## src/rtl/rst_cause_ctrl.sv

```systemverilog
module rst_cause_ctrl #(
  parameter int STAB_CYC  = 4096,
  parameter int PHASE_CYC = 32
) (
  input  logic       clk,
  input  logic       por_n,
  input  logic       ill_op,
  input  logic       stop_exec,
  input  logic       stop_en,
  input  logic       fetch_unmapped,
  input  logic       opcode_fetch,
  input  logic       lvd_trip,
  input  logic       cop_req,
  input  logic       stat_rd,
  output logic       pin_drv_low,
  output logic       sys_rst,
  output logic [4:0] status
);
  localparam int MAXC = (STAB_CYC > PHASE_CYC) ? STAB_CYC : PHASE_CYC;
  localparam int CW   = $clog2(MAXC);

  typedef enum logic [2:0] {ST_STAB, ST_PSYNC, ST_PIN, ST_HOLD, ST_RUN} st_t;

  st_t          st;
  logic [CW-1:0] cnt;
  logic [4:0]   cause;
  logic         run, hit, stab_done, phase_done;

  assign run        = (st == ST_RUN);
  assign cause      = {1'b0, lvd_trip, fetch_unmapped & opcode_fetch,
                       ill_op | (stop_exec & ~stop_en), cop_req};
  assign hit        = run & (|cause);
  assign stab_done  = (cnt == CW'(STAB_CYC - 1));
  assign phase_done = (cnt == CW'(PHASE_CYC - 1));

  assign sys_rst     = ~run;
  assign pin_drv_low = (st == ST_PIN);

  always_ff @(posedge clk or negedge por_n) begin
    if (!por_n) begin
      st     <= ST_STAB;
      cnt    <= '0;
      status <= 5'b10000;
    end else begin
      cnt <= cnt + CW'(1);
      case (st)
        ST_STAB:  if (stab_done)  begin st <= ST_PSYNC; cnt <= '0; end
        ST_PSYNC: if (phase_done) begin st <= ST_HOLD;  cnt <= '0; end
        ST_PIN:   if (phase_done) begin st <= ST_HOLD;  cnt <= '0; end
        ST_HOLD:  if (phase_done) begin st <= ST_RUN;   cnt <= '0; end
        ST_RUN: begin
          cnt <= '0;
          if (hit) begin
            st     <= ST_PIN;
            status <= cause;
          end else if (stat_rd) begin
            status <= '0;
          end
        end
        default: begin st <= ST_STAB; cnt <= '0; end
      endcase
    end
  end
endmodule


```

## config.mk

```make
export PLATFORM = sky130hd
export DESIGN_NAME = rst_cause_ctrl
export DESIGN_NICKNAME = d
export VERILOG_FILES = /design/src/rtl/rst_cause_ctrl.sv
export SDC_FILE = /design/constraint.sdc
export NUM_CORES = 1
export LEC_CHECK = 0
export BUFFER_PORTS_ARGS = -buffer_cell sky130_fd_sc_hd__buf_4
export CORE_AREA = 2 2 46 48
export CTS_BUF_LIST = sky130_fd_sc_hd__clkbuf_8
export DETAILED_ROUTE_END_ITERATION = 10
export DIE_AREA = 0 0 48 50
export GPL_TIMING_DRIVEN = 0
export MAX_ROUTING_LAYER = met4
export PLACE_DENSITY = 0.79
export SLEW_MARGIN = 0
export SYNTH_ARGS = -nofsm -noshare
export SYNTH_HDL_FRONTEND = slang
export SYNTH_SLANG_ARGS = --single-unit
```

## constraint.sdc

```tcl
create_clock -name clk -period 1.8 [get_ports clk]
set_input_delay 0.09 -clock clk [delete_from_list [all_inputs] [get_ports clk]]
set_output_delay 0.09 -clock clk [all_outputs]
set_load 0.01 [all_outputs]
```

==> results of run 1 <==
[cells in the mapped netlist, types with 2 or more instances]
master	n
xnor2_1	6
xor2_1	4
dfrtp_1	19
nor3_1	5
nand4_1	2
inv_1	4
nand3_1	4
o21ai_0	2
a22o_1	2
or3_2	2
nor2_1	15
nand2_1	8
[critical path, stage by stage, from the launching register on]
cell,delay (ps)
dfrtp_1,450
or4_4,570
nor4_4,230
or3_2,180
buf_4,140
nor2_1,60
[repair_timing]
action | 4_1_cts | 5_1_grt
hold buffers | 1 | 0
pin swaps | 0 | 1
setup endpoints to repair | 9 | 10
gates resized for setup | 1 | 5
hold endpoints to repair | 20 | 0
buffers inserted | 0 | 8
[kinds of logic after synthesis]
family          Yosys count  share of synthesized area, %
simple gates             49                          28.7
flops                    20                          49.4
compound gates           11                          9.25
xor+xnor                 10                          8.63
buf+inv                   6                          2.71
fa+ha+maj                 1                          1.23
[placed cells by master (no fill, tap or decap), drive strengths merged]
cell type	Yosys	final
xor2	4	4
a21o	1	1
nor3	5	5
or3b	1	1
and4	1	1
and2	1	1
dfrtp	19	19
clkbuf	0	4
xnor2	6	6
nand3	4	4
inv	4	4
dlygate4sd3	0	1
o311ai	2	2
nor2b	1	1
o41ai	1	1
or4	2	2
nor2	15	15
buf	2	26
dfstp	1	1
nor3b	1	1
nor4	3	3
a211o	1	1
o211a	1	1
or3	3	3
a22o	2	2
nand2	8	8
nand2b	1	1
o21ai	3	3
ha	1	1
nand4	3	3
[metal layers]
layer | vias up | wire length (um)
li1 | 408 | -
met1 | 374 | 887
met2 | 7 | 1180
met5 | - | 0
met4 | 0 | 12
met3 | 2 | 42
[report_power, final]
part	internal, mW	leakage (nW)	switching (mW)
sequential	0.449	0.263	0
clock	0.195	0.0288	0.152
combinational	0.0153	0.322	0.0145
[through the flow]
step           setup TNS [ps]  hold slack, ps  util (%)  instance area [um^2]
2_1_floorplan               0            -206         -                  1010
3_3_place_gp                0           -21.3      61.4                  1170
3_5_place_dp             -185           -18.4      61.4                  1170
4_1_cts                     0            66.9      65.3                  1240
5_1_grt                  -138            70.2      69.3                  1320
6_report                    0            66.5      69.3                  1320
[state kept, by name, summed over array words and instances (netlist names)]
name and flops:
status 5, st 3, cnt 12
[cell type report]
class | instances | area (um^2)
flip-flops and latches | 20 | 504
inverters | 4 | 15.0
well taps | 27 | 33.8
plain buffers | 2 | 12.5
fillers | 152 | 583
repair buffers | 25 | 190
multi-input cells | 71 | 508
clock buffers | 4 | 55.1
[worst paths after layout]
check | cells after the start | end | from
max reg2reg | 5 | cnt[7]$_DFF_PN0_ | cnt[6]$_DFF_PN0_
max | 5 | cnt[7]$_DFF_PN0_ | cnt[6]$_DFF_PN0_
min reg2reg | 2 | status[1]$_DFFE_PN0P_ | status[1]$_DFFE_PN0P_
min | 2 | status[0]$_DFFE_PN0P_ | cop_req
min in group asynchronous | 2 | status[1]$_DFFE_PN0P_ | por_n
max in group asynchronous | 2 | status[4]$_DFFE_PN1P_ | por_n
==> results.sh, run 1 <==
export IMPL_grt_use_met2_pct=30.0
export IMPL_grtUsageMet3_pct=5.86
export IMPL_yosysUniqueCellTypes=36
export IMPL_dp_cells=140
export IMPL_ys_ff_latch=20
export IMPL_synth_edff_count=0
export IMPL_routed_wirelength_mm=2.12
export IMPL_min_period_ps=1740
export IMPL_crit_path_start_kind="flop"
export IMPL_rsz0062_at_grt="yes"
export IMPL_antenna_found_initial=0
export IMPL_port_buffer_count=16
export IMPL_finalPower_mw=0.826
export IMPL_fmax_mhz=574
export IMPL_drive_gt1_share_pct=34.9
export IMPL_numCtsBuffers=3
export IMPL_reg2reg_setup_slack_ps=60
export IMPL_min_path_type="input port to flop"
export IMPL_async_flop_share_pct=100
export IMPL_power_density_mw_per_mm2=626
export IMPL_wire_per_inst_um=13.8
export IMPL_arrival_ps=1890
export IMPL_synth_seq_area_share_pct=49.4
export IMPL_place_hpwl_mm=1.41
export IMPL_grt_ovfl_total=0
export IMPL_drtPass1Iterations=4
export IMPL_dp_slack_ps=-30.2
export IMPL_die_w_um=48
export IMPL_finClkSkew_ps=11.0
export IMPL_synth_warnings=0
export IMPL_areaGrowthSynthToFinish_pct=30.0
export IMPL_clock_sinks=20
export IMPL_layoutNonFillerInstCount=153
export IMPL_cts_buffer_depth=2
export IMPL_finalMaxSlewViolations=0
export IMPL_vias=791
export IMPL_finalCritPeriodShare_pct=96.8
export IMPL_coreArea_mm2=0.00190
export IMPL_relSlewSlack_pct=42.9
export IMPL_syn_inst=97
export IMPL_htree_num_levels=1
export IMPL_path_class="flop to flop"
export IMPL_hold_viol=0
export IMPL_synth_largest_area_cell="dfrtp_1"
export IMPL_grt_usage_pct=19.5
export IMPL_gp_congestion=0.781
export IMPL_insertion_delay_ps=260
export IMPL_leakage_nw=0.613
export IMPL_setup_viol=0
export IMPL_crit_path_end_kind="flop"
export IMPL_max_slew_worst_pin_slew_ps=845
export IMPL_placement_rows=16
export IMPL_avgSynthCellArea_um2=10.5
export IMPL_final_nets=138
export IMPL_peakVddDrop_mv=0.598
export IMPL_first_global_vias=743
export IMPL_synth_area_leaders="dfrtp_1 47%, nor2_1 5.5%, xnor2_1 5.2%, xor2_1 3.5%, nand2_1 3.0%"
export IMPL_cp_required_ps=1950
export IMPL_worstPathMaxFanout=8
export IMPL_initial_utilization_pct=53.4
export IMPL_drt_iter0_drc=12
export IMPL_grtUsageMet1_pct=23.9
export IMPL_num_antenna_cells=0
export IMPL_cts_root_buf="clkbuf_8"
export IMPL_syn_area_mm2=0.00101
export IMPL_grt_start_max_net_pins=21
export IMPL_synth_nets=108
export IMPL_via_per_inst=5.17
export IMPL_drv_cap=0
export IMPL_cts_clk_slew_worst_paths_ps=80
export IMPL_synth_top_flop_cell="dfrtp_1"
export IMPL_status="completed"
export IMPL_dieHeight_um=50
export IMPL_cts_tree="built"
export IMPL_finalWorstSetupSlack_ps=57.1
export IMPL_drc=0
export IMPL_io_pins=17
export IMPL_grt_pass1_wl_mm=3.18
export IMPL_synth_top_cell_area_share_pct=46.9
export IMPL_dieArea_mm2=0.00240
export IMPL_antenna_left=0
export IMPL_grt_busiest_layer="met2"
Note: power is estimated with default switching activity, not from simulation.
==> inputs of run 2 (changes only) <==
- RECOVER_POWER: default -> 50
==> results.sh, run 2 (same netlist as run 1, synthesis figures left out) <==
export IMPL_layout_common_cells="22 x buf_4, 17 x dfrtp_1, 15 x nor2_1, 8 x nand2_1, 6 x xnor2_1"
export IMPL_status="completed"
export IMPL_top_register="cnt"
export IMPL_finalCritPeriodShare_pct=96.8
export IMPL_port_buffer_count=16
export IMPL_place_hpwl_mm=1.41
export IMPL_dp_slack_ps=-30.2
export IMPL_drc=0
export IMPL_relSlewSlack_pct=32.0
export IMPL_routed_wirelength_mm=2.12
export IMPL_place_area_mm2=0.00117
export IMPL_min_period_ps=1740
export IMPL_placement_rows=16
export IMPL_path_class="flop to flop"
export IMPL_areaGrowthSynthToFinish_pct=28.9
export IMPL_peakVddDrop_mv=0.597
export IMPL_hold_viol=0
export IMPL_cts_clk_slew_worst_paths_ps=80
export IMPL_finalWorstSetupSlack_ps=57.2
export IMPL_reg_top3="cnt (12), status (5), st (3)"
export IMPL_numCtsBuffers=3
export IMPL_worstPathMaxFanout=8
export IMPL_grt_pass1_wl_mm=3.18
export IMPL_layout_commonest_cell="buf_4"
export IMPL_ff_latch_area_um2=504
export IMPL_antenna_found_initial=0
export IMPL_htree_num_levels=1
export IMPL_multiInputGateArea_um2=508
export IMPL_grt_usage_pct=19.5
export IMPL_crit_path_start_kind="flop"
export IMPL_fmax_mhz=574
export IMPL_min_path_type="input port to flop"
export IMPL_setup_viol=0
export IMPL_cts_buffer_depth=2
export IMPL_max_slew_worst_pin_slew_ps=1020
export IMPL_crit_path_end_kind="flop"
export IMPL_num_antenna_cells=0
export IMPL_finalPower_mw=0.825
export IMPL_final_nets=138
export IMPL_drive_gt1_share_pct=32.5
export IMPL_arrival_ps=1890
export IMPL_rsz0062_at_grt="yes"
export IMPL_largest_reg_flops=12
export IMPL_antenna_left=0
export IMPL_insertion_delay_ps=260
export IMPL_finalMaxSlewViolations=0
export IMPL_dieHeight_um=50
export IMPL_gp_congestion=0.781
export IMPL_dieArea_mm2=0.00240
export IMPL_drt_iter0_drc=12
export IMPL_grt_ovfl_total=0
export IMPL_clock_sinks=20
export IMPL_grt_start_max_net_pins=21
export IMPL_power_density_mw_per_mm2=631
export IMPL_wire_per_inst_um=13.8
export IMPL_die_w_um=48
export IMPL_drtPass1Iterations=4
export IMPL_finalInstanceArea_mm2=0.00131
export IMPL_finClkSkew_ps=11.0
export IMPL_drv_cap=0
export IMPL_coreArea_mm2=0.00190
export IMPL_via_per_inst=5.17
export IMPL_cts_root_buf="clkbuf_8"
export IMPL_utilization_pct=68.8
export IMPL_vias=791
export IMPL_fillers=155
export IMPL_cts_tree="built"
export IMPL_leakage_nw=0.601
export IMPL_first_global_vias=743
export IMPL_io_pins=17
export IMPL_initial_utilization_pct=53.4
export IMPL_cp_required_ps=1950
-- run 2: changes by cell type in the layout (fill, tap and decap cells not counted) --
| cell | previous run | this run |
|---|---|---|
| buf_4 | 25 | 22 |
| clkbuf_1 | 0 | 3 |
-- run 2: routing by layer --
| layer | global-route usage (%) | wire length (um) | vias to the layer above |
|---|---|---|---|
| met5 | - | 0 | - |
| met4 | 6.76 | 12 | 0 |
| met3 | 5.86 | 42 | 2 |
| met2 | 30.0 | 1180 | 7 |
| met1 | 23.9 | 886 | 374 |
| li1 | - | - | 408 |
-- run 2: through the flow --
| stage | setup TNS, ps | hold WS (ps) | instances |
|---|---|---|---|
| final | 0 | 66.5 | 153 |
| after CTS | 0 | 66.9 | 145 |
| after detailed placement | -185 | -18.4 | 140 |
| after global placement | 0 | -21.3 | 140 |
| after floorplan | 0 | -206 | 97 |
| after global routing | -138 | 70.2 | 153 |
-- run 2: area by class of cell --
class                           count  share of cell area (%)
Timing Repair Buffer               25                    13.7
Sequential cell                    20                    38.6
Buffer                              2                   0.957
Clock buffer                        4                    4.21
Inverter                            4                    1.15
Tap cell                           27                    2.58
Multi-Input combinational cell     71                    38.9
-- run 2: report_power, final --
part | switching [mW] | internal [mW] | total [mW] | leakage (nW)
clock network | 0.152 | 0.195 | 0.347 | 0.0288
logic | 0.0144 | 0.0143 | 0.0287 | 0.310
registers | 0 | 0.449 | 0.449 | 0.263
-- run 2: repair_timing --
item	in CTS	in global routing
endpoints found under the setup margin	9	10
pin swaps	0	1
endpoints found under the hold margin	20	0
resized for setup	1	5
hold buffers	1	0
buffers inserted	0	8
-- run 2: final timing paths --
| path | from | endpoint | slack (ps) | cells past startpoint |
|---|---|---|---|---|
| worst max-delay path | cnt[6]$_DFF_PN0_ | cnt[7]$_DFF_PN0_ | 60 | 5 |
| worst min-delay path | cop_req | status[0]$_DFFE_PN0P_ | 70 | 2 |
| worst max register to register | cnt[6]$_DFF_PN0_ | cnt[7]$_DFF_PN0_ | 60 | 5 |
| worst min register to register | status[1]$_DFFE_PN0P_ | status[1]$_DFFE_PN0P_ | 470 | 2 |
| max in group asynchronous | por_n | st[0]$_DFFE_PN0P_ | 590 | 2 |
| min in group asynchronous | por_n | status[1]$_DFFE_PN0P_ | 510 | 2 |
-- run 2: worst max-delay path, stage by stage (launching register included) --
cell and delay (ps):
dfrtp_1 450, or4_4 570, nor4_4 230, or3_2 180, buf_4 140, nor2_1 60
==> inputs of run 3 (changes only) <==
- CAP_MARGIN: default -> 20
- CTS_CLUSTER_SIZE: default -> 8
- clock period: 1.8 -> 1.61 ns (I/O delays scaled with it)
==> results.sh, run 3 (same netlist as run 1, synthesis figures left out) <==
export IMPL_crit_path_start_kind="flop"
export IMPL_hold_end="status[0]$_DFFE_PN0P_"
export IMPL_cts_buffer_depth=2
export IMPL_cts_root_buf="clkbuf_8"
export IMPL_slowest_stage="or4_4"
export IMPL_max_slew_worst_pin_slew_ps=1060
export IMPL_grt_pass1_wl_mm=3.57
export IMPL_whs_ps=54.9
export IMPL_min_path_cells=2
export IMPL_arrival_ps=1850
export IMPL_grt_use_met2_pct=36.2
export IMPL_leakage_nw=0.628
export IMPL_drt_iter0_drc=9
export IMPL_p_clk_share_pct=41.7
export IMPL_grt_busiest_layer="met2"
export IMPL_gp_congestion=0.781
export IMPL_finalMaxSlewViolations=0
export IMPL_setup_viol=10
export IMPL_antenna_left=0
export IMPL_utilization_pct=74.3
export IMPL_finalWorstSetupSlack_ps=-79.0
export IMPL_relSlewSlack_pct=29.4
export IMPL_dp_slack_ps=-220
export IMPL_reg2reg_setup_slack_ps=-80
export IMPL_violations="setup timing"
export IMPL_final_nets=144
export IMPL_p_sw_share_pct=19.8
export IMPL_first_global_vias=837
export IMPL_comb_power_share_pct=3.5
export IMPL_via_per_inst=5.36
export IMPL_drtPass1Iterations=4
export IMPL_min_path_type="input port to flop"
export IMPL_min_from="cop_req"
export IMPL_vias=852
export IMPL_crit_path_end_kind="flop"
export IMPL_peakVddDrop_mv=0.724
export IMPL_clock_sinks=20
export IMPL_crit_chain="or4_4 -> nor4_4 -> buf_4 -> nor3_1 -> nor3_1"
export IMPL_intPower_mw=0.736
export IMPL_layout_common_cells="28 x buf_4, 15 x dfrtp_1, 8 x nor2_1, 8 x nand2_1"
export IMPL_drive_gt1_share_pct=44.7
export IMPL_largest_reg_flops=12
export IMPL_place_hpwl_mm=1.41
export IMPL_routed_wirelength_mm=2.22
export IMPL_placement_rows=16
export IMPL_fmax_mhz=592
export IMPL_reg_top3="cnt (12), status (5), st (3)"
export IMPL_worstPathMaxFanout=5
export IMPL_finalPower_mw=0.917
export IMPL_grt_start_max_net_pins=21
export IMPL_sequentialPowerShare_pct=54.7
export IMPL_finalCritPeriodShare_pct=105
export IMPL_areaGrowthSynthToFinish_pct=39.2
export IMPL_coreArea_mm2=0.00190
export IMPL_grt_ovfl_total=0
export IMPL_io_pins=17
export IMPL_power_density_mw_per_mm2=649
export IMPL_reg2regPathDepth=5
export IMPL_grtUsageMet3_pct=5.49
export IMPL_path_common_cell="nor3_1"
export IMPL_numCtsBuffers=3
export IMPL_htree_num_levels=1
export IMPL_insertion_delay_ps=260
export IMPL_power_switching_mw=0.181
export IMPL_cts_tree="built"
export IMPL_drc=0
export IMPL_wire_per_inst_um=13.9
export IMPL_cts_clk_slew_worst_paths_ps=80
export IMPL_grt_usage_pct=21.8
export IMPL_r2r_end="st[0]$_DFFE_PN0P_"
export IMPL_min_period_ps=1690
export IMPL_r2r_start="cnt[6]$_DFF_PN0_"
export IMPL_path_class="flop to flop"
export IMPL_dieHeight_um=50
export IMPL_status="finished with violations"
export IMPL_antenna_found_initial=0
export IMPL_hold_viol=0
export IMPL_crit_path_max_incr_delay_ps=550
export IMPL_initial_utilization_pct=53.4
export IMPL_dieArea_mm2=0.00240
export IMPL_top_register="cnt"
export IMPL_grtUsageMet1_pct=25.1
export IMPL_die_w_um=48
export IMPL_finClkSkew_ps=10.7
export IMPL_layout_commonest_cell="buf_4"
export IMPL_port_buffer_count=16
export IMPL_cp_required_ps=1780
export IMPL_num_antenna_cells=0
export IMPL_rsz0062_at_grt="yes"
export IMPL_drv_cap=0
[run 3: power by group through the flow]
stage	logic [mW]	clock network, mW	registers, mW
floorplan	0.00314	0	0.512
detailed placement	0.0325	0	0.512
global route	0.0370	0.409	0.502
global placement	0.0312	0	0.512
CTS	0.0345	0.388	0.502
finish	0.0324	0.383	0.502
[run 3: per-layer routing]
metal / vias to the layer above / share of wire, %
met3: 4 / 3.8
met4: 0 / 0.90
met5: - / 0
met1: 410 / 43
li1: 416 / -
met2: 22 / 53
[run 3: worst max-delay path by stage]
stage,to,start,depth (start not counted)
after floorplan,cnt[11]$_DFF_PN0_,cnt[0]$_DFF_PN0_,6
after global placement,cnt[3]$_DFF_PN0_,cnt[0]$_DFF_PN0_,6
after detailed placement,cnt[7]$_DFF_PN0_,cnt[0]$_DFF_PN0_,6
after CTS,st[0]$_DFFE_PN0P_,cnt[6]$_DFF_PN0_,5
after global routing,st[0]$_DFFE_PN0P_,cnt[6]$_DFF_PN0_,5
final,st[0]$_DFFE_PN0P_,cnt[6]$_DFF_PN0_,5
[run 3: critical path: cells and delay by family, from the launching register on]
kind                   cells  cell delay, ps
and+or+nand+nor            4            1030
buffers and inverters      1             170
DFF                        1             390
[run 3: timing repair]
action,4_1_cts,5_1_grt
pin swaps,5,7
setup buffers,9,6
endpoints found under the hold margin,20,0
gates resized for setup,10,13
hold buffers,1,0
setup endpoints to repair,11,11
[run 3: metrics by stage]
stage	cell area [um^2]	instances	setup TNS (ps)
floorplan	1010	97	0
global placement	1170	140	-1510
detailed placement	1170	140	-2110
CTS	1340	153	-188
global route	1410	159	-976
finish	1410	159	-403
[run 3: area by class of cell]
| type | count | area, um^2 |
|---|---|---|
| Clock buffer | 4 | 55.1 |
| Timing Repair Buffer | 32 | 246 |
| Buffer | 1 | 7.51 |
| Tap cell | 27 | 33.8 |
| Fill cell | 127 | 489 |
| Inverter | 4 | 15.0 |
| Multi-Input combinational cell | 71 | 548 |
| Sequential cell | 20 | 507 |
